===== src/rtl/wweprom_pulse_ctl.sv =====
module wweprom_pulse_ctl #(
  parameter int unsigned AW = 10,
  parameter int unsigned DW = 16
) (
  input  logic          clk,
  input  logic          rst_n,
  input  logic          ce_n,
  input  logic          oe_n,
  input  logic          prog_en,
  input  logic [AW-1:0] addr_idx,
  input  logic [DW-1:0] din,
  output logic          commit,
  output logic [AW-1:0] wr_idx,
  output logic [DW-1:0] wr_data
);

  logic          armed_q, armed_d;
  logic [AW-1:0] cap_idx_q, cap_idx_d;
  logic [DW-1:0] cap_dat_q, cap_dat_d;
  logic          low_phase;

  assign low_phase = prog_en && oe_n && !ce_n;

  always_comb begin
    armed_d   = low_phase;
    cap_idx_d = cap_idx_q;
    cap_dat_d = cap_dat_q;
    if (low_phase) begin
      cap_idx_d = addr_idx;
      cap_dat_d = din;
    end
  end

  always_ff @(posedge clk or negedge rst_n) begin
    if (!rst_n) begin
      armed_q   <= 1'b0;
      cap_idx_q <= '0;
      cap_dat_q <= '0;
    end else begin
      armed_q   <= armed_d;
      cap_idx_q <= cap_idx_d;
      cap_dat_q <= cap_dat_d;
    end
  end

  assign commit  = armed_q && ce_n && prog_en && oe_n;
  assign wr_idx  = cap_idx_q;
  assign wr_data = cap_dat_q;

  AST_SINGLE_COMMIT: assert property (@(posedge clk) disable iff (!rst_n)
    commit |=> !commit);

  AST_COMMIT_NEEDS_LOW: assert property (@(posedge clk) disable iff (!rst_n)
    commit |-> $past(!ce_n && prog_en && oe_n));

endmodule


===== config.mk =====
export PLATFORM = sky130hd
export DESIGN_NAME = wweprom_pulse_ctl
export DESIGN_NICKNAME = d
export VERILOG_FILES = /design/src/rtl/wweprom_pulse_ctl.sv
export SDC_FILE = /design/constraint.sdc
export NUM_CORES = 1
export LEC_CHECK = 0
export CAP_MARGIN = 20
export CORE_UTILIZATION = 50
export CTS_CLUSTER_SIZE = 16
export DETAILED_ROUTE_END_ITERATION = 10
export DONT_BUFFER_PORTS = 1
export SYNTH_ARGS = -nofsm -noshare
export SYNTH_HDL_FRONTEND = slang
export SYNTH_SLANG_ARGS = --single-unit

===== constraint.sdc =====
create_clock -name clk -period 2 [get_ports clk]
set_input_delay 0 -clock clk [delete_from_list [all_inputs] [get_ports clk]]
set_output_delay 0 -clock clk [all_outputs]
set_load 0.05 [all_outputs]

==> reports/results.ini <==
[status]
status = finished, final reports clean

[pwr]
power_w = 0.001512
powerDensity_nw_per_um2 = 1062
p_leak_nw = 0.6932
ir_worst_vdd_mv = 0.6120

[detailed_routing]
totalWireLength_um = 1898
drt_iter0_drc = 4
routedWlPerCell_um = 16.50
ant_nets = 0
via_count = 581
firstDrtPassIters = 3
drc = 0
viasPerCell = 5.052

[cts]
cts_buffers = 3
clk_latency_ps = 310
clkSinkCount = 27
cts_setup_buffers = 0
cts_resized = 0
htree_levels = 1
cts-root-buf = clkbuf_4
clockBufferDepth = 2
clk_pin_slew_ps = 130
cts_tree = yes

[worst_setup_path]
slowest_stage = dfrtp_1
r2r-start = wr_idx[9]
critPathRequiredTime_ps = 2210
cp-end-kind = flop
r2r_end = wr_idx[9]
r2r_setup_slack_ps = 950
crit_family = flip-flops
cp_num_buf_inv = 0
path_max_fanout = 2
path_cells = mux2_2
ff2ff_path_depth = 1
critical_path_arrival_ps = 1250
crit_path_start_kind = flop
cpPeakStageDelay_ps = 590
critPathKind = flop to flop

[floorplan]
die-area_sq_um = 2443
ios = 58
fp.dieW_um = 49.43
initial_core_util = 0.5509
die_h_um = 49.43
row_count = 16
coreArea_sq_um = 2042

[cells_and_area]
area_growth_pct = 26.59
antenna_cells = 0
drive_gt1_frac = 0.3636
final_cells = 115
finalNetCount = 120

[logic_synthesis]
netlist_area_sq_um = 1125
synth_seq_area_share = 0.6007
ys_ff_latch = 27
synth_cells = 59
ys_types = 8
avgSynthCellArea_sq_um = 19.06
synth_fp_nets = 90
yosysWarnings = 0

[sta]
finClkSkew_ps = 0
rsz0062_at_grt = false
slew_headroom = 0.6661
worst_slack_ps = 952.7
finalHoldViolCount = 0
final-setup-viol-count = 0
tns_ps = 0
worstMarginPinSlew_ps = 500.8
period_minus_slack_ps = 1047
post-route-period-util = 0.5236
finalMaxSlewViolations = 0
max_freq_ghz = 0.9549
holdWs_ps = 101.1

[placement]
place.gp.congestion = 0.6292
portBuffers = 0
dpl.cell_count = 83
place_ws_ps = 963.4

[min_path]
hold_path.class = input pin to async pin

[grt]
grt-ovfl-total = 0
antenna_found_initial = 0
track_usage = 0.1793
grt_pass1_wl_um = 3146
grt_pass1_vias = 656
grt_max_degree = 28

[job]
cap_violations = 0

-- cells by family (layout without fill, tap and decap cells) --
logic type / after synthesis / in the layout / share of synthesized area
mux: 26 / 26 / 0.3237
buf+inv: 4 / 33 / 0.04894
simple gates: 2 / 2 / 0.02670
flops: 27 / 27 / 0.6007
-- layer usage --
metal | up-vias | GRT usage | part of all wire
met1 | 285 | 0.2355 | 0.41
met3 | 0 | 0.03427 | 0.060
li1 | 263 | - | -
met4 | 0 | 0.05714 | 0
met5 | - | 0 | 0
met2 | 33 | 0.2991 | 0.53
-- flip-flops by register name, summed over array words and instances, names as in the netlist --
name,flops
wr_data,16
wr_idx,10
armed_q,1
-- stage by stage --
step	instance area, sq um	util
6_report	1424	0.6973
5_1_grt	1424	0.6973
2_1_floorplan	1125	-
4_1_cts	1424	0.6973
3_5_place_dp	1107	0.5423
3_3_place_gp	1107	0.5423
-- synthesized netlist by cell type --
cell / instances / area share
mux2_4: 19 / 0.25
nand3b_4: 1 / 0.018
buf_12: 2 / 0.036
buf_6: 1 / 0.010
dfrtp_1: 27 / 0.60
inv_1: 1 / 0.0033
and4_2: 1 / 0.0089
mux2_2: 7 / 0.070
-- cell type report --
cell class / instances / area (sq um)
Multi-Input combinational cell: 28 / 394.1
Tap cell: 27 / 33.78
Inverter: 1 / 3.754
Timing Repair Buffer: 28 / 290.3
Fill cell: 141 / 618.1
Clock buffer: 4 / 26.28
Sequential cell: 27 / 675.6
-- placed cells by master, fill, tap and decap left out --
| cell type | count |
|---|---|
| clkbuf_1 | 1 |
| inv_1 | 1 |
| and4_2 | 1 |
| buf_12 | 1 |
| nand3b_4 | 1 |
| dlygate4sd3_1 | 27 |
| mux2_4 | 19 |
| dfrtp_1 | 27 |
| mux2_2 | 7 |
| clkbuf_4 | 3 |
-- worst max-delay path by stage --
| stage | start | to | slack (ps) | depth (start not counted) |
|---|---|---|---|---|
| finish | wr_idx[9] | wr_idx[9] | 950 | 1 |
| global route | armed_q | commit | 920 | 1 |
| CTS | wr_idx[9] | wr_idx[9] | 950 | 1 |
| detailed placement | wr_idx[9] | wr_idx[9] | 960 | 1 |
| global placement | wr_data[7] | wr_data[7] | 990 | 1 |
| floorplan | wr_data[15] | wr_data[15] | 1010 | 1 |
-- where the power goes --
part	switching, W	internal [W]	leakage (nW)
Clock	0.000144	0.0000777	0.0150
Combinational	0.0000543	0.000160	0.357
Sequential	0.000437	0.000639	0.321
-- timing repair --
action | CTS | global route
hold buffers | 28 | 0
endpoints found under the hold margin | 53 | 0
endpoints found under the setup margin | 0 | 0
No activity file was read; power rests on OpenSTA's default activity.
